--- config.mk ---
export PLATFORM = sky130hd
export DESIGN_NAME = prot_supervisor
export DESIGN_NICKNAME = d
export VERILOG_FILES = /design/src/rtl/sup_pkg.sv /design/src/rtl/sup_debounce.sv /design/src/rtl/sup_fsm.sv /design/src/rtl/prot_supervisor.sv
export SDC_FILE = /design/constraint.sdc
export NUM_CORES = 1
export LEC_CHECK = 0
export BUFFER_PORTS_ARGS = -buffer_cell sky130_fd_sc_hd__buf_4
export CORE_ASPECT_RATIO = 1.2
export CORE_MARGIN = 10
export CORE_UTILIZATION = 45
export CTS_BUF_LIST = sky130_fd_sc_hd__clkbuf_16
export CTS_CLUSTER_DIAMETER = 30
export CTS_CLUSTER_SIZE = 40
export DETAILED_ROUTE_END_ITERATION = 8
export GPL_TIMING_DRIVEN = 0
export PLACE_DENSITY_LB_ADDON = 0.25
export SLEW_MARGIN = 20
export SYNTH_ARGS = -nofsm -noshare
export SYNTH_HDL_FRONTEND = slang
export SYNTH_SLANG_ARGS = --single-unit
--- constraint.sdc ---
create_clock -name clk -period 2.5 [get_ports clk]
set_clock_uncertainty 0.2 [all_clocks]
set_input_delay 0.125 -clock clk [delete_from_list [all_inputs] [get_ports clk]]
set_output_delay 0.125 -clock clk [all_outputs]
set_load 0.005 [all_outputs]
--- src/rtl/sup_pkg.sv ---
package sup_pkg;

    typedef enum logic [1:0] {
        ST_OFF   = 2'd0,
        ST_RUN   = 2'd1,
        ST_OLPW  = 2'd2,
        ST_LATCH = 2'd3
    } sup_state_e;

    // Debounced fault trips, one bit per fault source
    typedef struct packed {
        logic olp;
        logic otp;
        logic ovp;
    } trip_s;

    localparam int NUM_FAULTS = 3;

    function automatic int cnt_width(input int dly);
        return (dly < 2) ? 1 : $clog2(dly);
    endfunction

endpackage

--- src/rtl/sup_debounce.sv ---
module sup_debounce #(
    parameter int DLY = 100
) (
    input  logic clk,
    input  logic rst,
    input  logic en,
    input  logic flag,
    output logic trip
);
    import sup_pkg::*;

    localparam int W = cnt_width(DLY);
    localparam logic [W-1:0] LAST = W'(DLY - 1);

    logic [W-1:0] cnt;
    logic         active;

    assign active = en && flag;

    always_ff @(posedge clk) begin
        if (rst || !active) begin
            cnt <= '0;
        end else if (cnt != LAST) begin
            cnt <= cnt + 1'b1;
        end
    end

    // Trips on the DLY-th consecutive qualified sample
    assign trip = active && (cnt == LAST);

    // count never passes the trip point
    p_no_overflow_r6: assert property (@(posedge clk) disable iff (rst)
        cnt <= LAST);

    // a low sample restarts the count
    p_restart_r6: assert property (@(posedge clk) disable iff (rst)
        !active |=> (cnt == '0));

endmodule

--- src/rtl/sup_fsm.sv ---
module sup_fsm (
    input  logic               clk,
    input  logic               rst,
    input  logic               start_ok,
    input  logic               stop_low,
    input  logic               hold_low,
    input  sup_pkg::trip_s     trips,
    output sup_pkg::sup_state_e state,
    output logic               cause_ovp,
    output logic               cause_otp
);
    import sup_pkg::*;

    sup_state_e nxt;
    logic       latch_trip;

    assign latch_trip = trips.ovp || trips.otp;

    always_comb begin
        nxt = state;
        unique case (state)
            ST_OFF:   if (start_ok) nxt = ST_RUN;
            ST_RUN: begin
                if (latch_trip)     nxt = ST_LATCH;
                else if (stop_low)  nxt = ST_OFF;
                else if (trips.olp) nxt = ST_OLPW;
            end
            ST_OLPW:  if (stop_low) nxt = ST_OFF;
            ST_LATCH: if (hold_low) nxt = ST_OFF;
            default:  nxt = ST_OFF;
        endcase
    end

    always_ff @(posedge clk) begin
        if (rst) begin
            state     <= ST_OFF;
            cause_ovp <= 1'b0;
            cause_otp <= 1'b0;
        end else begin
            state <= nxt;
            if (nxt != ST_LATCH) begin
                cause_ovp <= 1'b0;
                cause_otp <= 1'b0;
            end else if (state == ST_RUN) begin
                cause_ovp <= trips.ovp;
                cause_otp <= trips.otp;
            end
        end
    end

    // off is left only through the start flag
    p_off_hold_r2: assert property (@(posedge clk) disable iff (rst)
        (state == ST_OFF) && !start_ok |=> (state == ST_OFF));

    // stop flag without a latching trip ends run
    p_stop_exit_r3: assert property (@(posedge clk) disable iff (rst)
        (state == ST_RUN) && stop_low && !latch_trip |=> (state == ST_OFF));

    // cause bits only while latched
    p_cause_latched_r4: assert property (@(posedge clk) disable iff (rst)
        (cause_ovp || cause_otp) |-> (state == ST_LATCH));

    // open-loop wait persists until stop flag
    p_olpw_hold_r8: assert property (@(posedge clk) disable iff (rst)
        (state == ST_OLPW) && !stop_low |=> (state == ST_OLPW));

    // latch persists until supply collapses
    p_latch_hold_r9: assert property (@(posedge clk) disable iff (rst)
        (state == ST_LATCH) && !hold_low |=> (state == ST_LATCH));

    // latching trip wins over every other exit from run
    p_latch_prio_r10: assert property (@(posedge clk) disable iff (rst)
        (state == ST_RUN) && latch_trip |=> (state == ST_LATCH) && (cause_ovp || cause_otp));

endmodule

--- src/rtl/prot_supervisor.sv ---
module prot_supervisor #(
    parameter int OVP_DLY = 100,
    parameter int OTP_DLY = 100,
    parameter int OLP_DLY = 56000
) (
    input  logic       clk,
    input  logic       rst,
    input  logic       vdd_start_ok,
    input  logic       vdd_stop_low,
    input  logic       vdd_hold_low,
    input  logic       vdd_over,
    input  logic       therm_low,
    input  logic       fb_open,
    output logic       run_en,
    output logic [1:0] state_o,
    output logic       latch_ovp,
    output logic       latch_otp,
    output logic       olp_off
);
    import sup_pkg::*;

    sup_state_e            state;
    logic [NUM_FAULTS-1:0] flags;
    logic [NUM_FAULTS-1:0] trip_v;
    trip_s                 trips;
    logic                  in_run;

    assign flags  = {fb_open, therm_low, vdd_over};
    assign in_run = (state == ST_RUN);

    for (genvar i = 0; i < NUM_FAULTS; i++) begin : g_deb
        localparam int D = (i == 0) ? OVP_DLY : (i == 1) ? OTP_DLY : OLP_DLY;
        sup_debounce #(.DLY(D)) u_deb (
            .clk  (clk),
            .rst  (rst),
            .en   (in_run),
            .flag (flags[i]),
            .trip (trip_v[i])
        );
    end

    assign trips = trip_s'(trip_v);

    sup_fsm u_fsm (
        .clk       (clk),
        .rst       (rst),
        .start_ok  (vdd_start_ok),
        .stop_low  (vdd_stop_low),
        .hold_low  (vdd_hold_low),
        .trips     (trips),
        .state     (state),
        .cause_ovp (latch_ovp),
        .cause_otp (latch_otp)
    );

    assign run_en  = in_run;
    assign state_o = state;
    assign olp_off = (state == ST_OLPW);

    // switching begins only after the start flag was seen
    p_run_entry_r2: assert property (@(posedge clk) disable iff (rst)
        $rose(run_en) |-> $past(vdd_start_ok));

    // no fault trip can occur outside run
    p_trip_in_run_r11: assert property (@(posedge clk) disable iff (rst)
        (trip_v != '0) |-> in_run);

endmodule

* Word level (Yosys, flattened, before mapping) *
Index checks and enable logic that the tools add are counted.
W data, S select, Z words.

word-level totals
  bits in registers = 34
  bits of input ports = 8
  output and inout bits = 6
  logic and storage cells = 41

operators by class
  add/sub/neg operators = 3
  eq/ne operators = 10
  multiplexer cells = 7
  reductions and logical operators = 15

operators with widths
  operator                 count
  $add A16 B1 Y16 const B  1
  $eq A16 B16 Y1 const B   1
  $ne A16 B16 Y1 const B   1
  $add A7 B1 Y7 const B    2
  $eq A7 B7 Y1 const B     2
  $ne A7 B7 Y1 const B     2
  $mux W2                  6
  $pmux W2 S4              1
  $logic_and A1 B1 Y1      6
  $eq A2 B2 Y1 const B     2
  $logic_or A1 B1 Y1       4
  $logic_not A1 Y1         3
  $eq A2 B1 Y1 const B     1
  $logic_not A2 Y1         1
  $ne A2 B2 Y1 const B     1
  $reduce_or A2 Y1         1

* Longest topological paths before layout *
  word-level depth = 9
  depth in mapped cells = 7
  mapped depth without buffers = 5

* Cells and area by module *
A second synthesis with hierarchy kept.

second synthesis, totals
  cell total of the unflattened synthesis = 188
  area, all modules = 1660.3 um^2

modules (own cells, without submodules)
  module                              times used  cells an instance  area an instance (um^2)  sequential area each (um^2)
  sup_debounce at g_deb[2].u_deb      1           93                 800.8                    320.3
  sup_debounce at g_deb[0].u_deb ...  2           36                 317.8                    140.1
  sup_fsm                             1           21                 209.0                    80.1
  prot_supervisor                     1           2                  15.0                     0.0

* Worst setup path after synthesis *
Ideal clock, no wire load.

  kind = register to register
  start = register g_deb[2].u_deb.cnt[0]
  end = register u_fsm.cause_otp
  setup time = 74 ps
  data arrival time = 1877 ps
  data required time = 2226 ps
  path slack = 349 ps
  cell stages (with the launch flop) = 7
  buffers on the path = 1
  period minus slack after synthesis = 2151 ps
  cell sequence = dfxtp_1 > ha_1 > nand3_4 > or4_1 > buf_2 > or3_4 > a31oi_1

between the ends
  word-level cells in the longest chain between the ends = 8

RTL lines
  what                               line                source
  from (decl)                        sup_debounce.sv:15  logic [W-1:0] cnt;
  from (signal assigned)             sup_debounce.sv:24  cnt <= cnt + 1'b1;
  $eq A16 B16 Y1                     sup_debounce.sv:29  assign trip = active && (cnt == LAST);
  $logic_and A1 B1 Y1                sup_debounce.sv:29
  $mux W2                            sup_fsm.sv:26       else if (trips.olp) nxt = ST_OLPW;
  $mux W2                            sup_fsm.sv:25       else if (stop_low) nxt = ST_OFF;
  $mux W2                            sup_fsm.sv:24       if (latch_trip) nxt = ST_LATCH;
  $pmux W2 S4                        sup_fsm.sv:21       unique case (state)
  $ne A2 B2 Y1                       sup_fsm.sv:41       if (nxt != ST_LATCH) begin
  $reduce_or A2 Y1 (no source line)  n/a
  to (signal assigned)               sup_fsm.sv:46       cause_otp <= trips.otp;
  to (decl)                          sup_fsm.sv:10       output logic cause_otp

Every way passes these cells.
A chain may end at the register's enable or synchronous reset.

* Worst setup path after layout *
Same ends and word-level chain as after synthesis.

==> reports/results.ini <==
[outcome]
status = completed

[global_routing]
grt-ovfl-total = 0
grt_pass1_vias = 1469
grt_pass1_wl_mm = 6.58
grt.total_usage = 0.128
antenna_found_initial = 0
grt_max_degree = 12

[setup_path]
rr_worst_depth = 6
crit_required_ns = 2.50
reg2reg_setup_slack_ns = 0.11
end_kind = flop
critPathKind = reg -> reg
critPathLaunchType = flop
worstReg2RegStart = g_deb[2].u_deb.cnt[0]$_SDFFE_PP0P_
worstPathMaxFanout = 10
worstPathArrival_ns = 2.39
r2r_end = u_fsm.cause_otp$_SDFFE_PP0N_

[job]
drv_cap = 0

[logic_synthesis]
synth_area_leaders = dfxtp_1 41%, a21oi_1 5.5%, nand3_1 3.7%
ys_seq_area_frac = 0.414
ys_types = 37
yosys_warnings = 0
synth-edff-count = 0
syn_area_per_cell_um2 = 8.65
synthDominantCellAreaShare = 0.414
synth_ff_type = dfxtp_1
postSynth.asyncResetShare = 0
synth_area_leader_cell = dfxtp_1
syn_nets = 201
netlist_area_um2 = 1640
synthCells = 190
ys_seq_elements = 34

[sta]
tightest_slew_ns = 0.594
finalMaxSlewViolations = 0
period_share = 0.956
fin_crit_ns = 2.39
slew_headroom = 0.603
tns_ns = 0
setup_viol = 0
hold_viol_final = 0
layout_setup_ws_ns = 0.111
rsz0062_at_grt = no
hold-worst-slack_ns = 0.0124
max_freq_mhz = 419

[placed_design]
dp_slack_ns = -0.0306
gp_congestion = 0.891
port_buffers = 13
dp.cells = 242
place_area_um2 = 1790
dp_hpwl_mm = 2.79

[power_and_ir_drop]
ir_drop_v = 0.000418
netSwitchingPower_mw = 0.252
powerDensity_nw_per_um2 = 642
switching_share = 0.196
p_seq_frac = 0.428
clkPwrFrac = 0.541
p_comb_frac = 0.030
internal_power_mw = 1.03
power_leakage_nw = 0.655
finalPower_mw = 1.28

[finish]
layout_commonest_cell = dfxtp_1
fin_area_um2 = 2000
multiInputGateArea_um2 = 945
area_delta_synth_final_pct = 21.8
nets = 224
fillers = 327
ff_latch_area_um2 = 681
layout-drive-gt1-share = 0.164
diodes = 0
utilization = 0.560
stdcell_count = 253
layout_common_cells = 34 x dfxtp_1, 18 x a21oi_1, 15 x nand2_1

[die]
fp-row-count = 24
floorplan.die_area_um2 = 6480
core-area_um2 = 3570
die_x_um = 75.2
dieHeight_um = 86.2
initial_core_util = 0.460
ios = 14

[clock_network]
clk_path_buf_depth = 2
clkTransAtPathRegs_ns = 0.05
clkLatencyLatePin_ns = 0.28
cts_tree = done
numCtsBuffers = 5
cts_root_buffer = clkbuf_16
cts_max_level = 2
cts.sinks = 34

[detailed_routing]
wl_mm = 3.91
via_count = 1518
drtAntennaViolNets = 0
dr.pass1.iters = 4
routedWlPerCell_um = 15.5
drt_iter0_drc = 52
viasPerCell = 6.00
drc_errors = 0

[hold_path]
hold_path.class = in -> reg
hold_path_end = u_fsm.state[1]$_SDFF_PP0_
holdCritStartpoint = vdd_hold_low
min_path_cells = 4

[power groups by stage]
stage	logic, mW	registers (mW)	clock network [mW]
after global placement	0.0340	0.561	0
after global routing	0.0426	0.550	0.735
after detailed placement	0.0354	0.561	0
final	0.0391	0.550	0.695
after floorplan	0.0167	0.561	0
after CTS	0.0393	0.550	0.701
[synth_stat cells, types with 2 or more instances]
master     number
or4b_2          2
nand4bb_1       2
nand4_1         6
or4_2           3
o31ai_1         8
mux2i_1         3
and2_1          4
nand2_1        15
ha_1            3
buf_2           2
nor4_1          2
nor2_1         13
inv_1           3
a21oi_1        18
a31oi_1         3
or2_2           2
clkbuf_1        3
xnor2_1         5
o21ai_0         8
nor3_1          8
nor2b_1         2
or4_1           7
nand3_1        12
dfxtp_1        34
xor2_1          6
or3_1           5
[area by class of cell]
type / instances / area share
Buffer: 5 / 0.0113
Multi-Input combinational cell: 148 / 0.472
Clock inverter: 3 / 0.0200
Inverter: 3 / 0.00563
Sequential cell: 34 / 0.340
Timing Repair Buffer: 16 / 0.0638
Clock buffer: 5 / 0.0625
Tap cell: 39 / 0.0244
[worst max-delay path: stages (launching register included)]
cell and delay (ns):
dfxtp_1 0.40, ha_1 0.30, nand3_4 0.17, or4_1 0.56, buf_2 0.18, or3_4 0.35, a31oi_1 0.16
[per-layer routing]
| layer | track usage | routed length [um] | up-vias |
|---|---|---|---|
| li1 | - | - | 755 |
| met1 | 0.134 | 1670 | 719 |
| met2 | 0.221 | 2020 | 38 |
| met3 | 0.0492 | 176 | 6 |
| met4 | 0.0525 | 48 | 0 |
| met5 | 0 | 0 | - |
[how the worst max path moves through the flow]
stage	start	to	slack, ns	cells past startpoint
floorplan	g_deb[2].u_deb.cnt[0]$_SDFFE_PP0P_	u_fsm.cause_otp$_SDFFE_PP0N_	0.35	6
global placement	g_deb[2].u_deb.cnt[0]$_SDFFE_PP0P_	g_deb[2].u_deb.cnt[3]$_SDFFE_PP0P_	0.09	7
detailed placement	g_deb[2].u_deb.cnt[0]$_SDFFE_PP0P_	g_deb[2].u_deb.cnt[7]$_SDFFE_PP0P_	-0.03	7
CTS	g_deb[2].u_deb.cnt[0]$_SDFFE_PP0P_	g_deb[2].u_deb.cnt[11]$_SDFFE_PP0P_	0.09	7
global route	g_deb[2].u_deb.cnt[0]$_SDFFE_PP0P_	g_deb[2].u_deb.cnt[8]$_SDFFE_PP0P_	0.01	7
finish	g_deb[2].u_deb.cnt[0]$_SDFFE_PP0P_	u_fsm.cause_otp$_SDFFE_PP0N_	0.11	6
[state kept, by name, summed over array words and instances, names as in the netlist]
register,flops
u_fsm.state,2
g_deb.u_deb.cnt,30
u_fsm.cause_ovp,1
u_fsm.cause_otp,1
[logic make-up after synthesis]
kind of cell             share of synthesized area
AND/OR/NAND/NOR                              0.319
AO/OA/AOI/OAI                                0.147
flip-flops                                   0.414
XOR/XNOR                                    0.0586
buffers and inverters                       0.0198
multiplexers                                0.0183
adder cells (fa/ha/maj)                     0.0229
[what timing repair did]
item | 4_1_cts | 5_1_grt
resized for setup | 1 | 2
hold buffers | 3 | 0
endpoints found under the hold margin | 4 | 0
setup endpoints to repair | 7 | 10
buffers inserted | 0 | 0
Note: power is estimated with default switching activity, not from simulation.
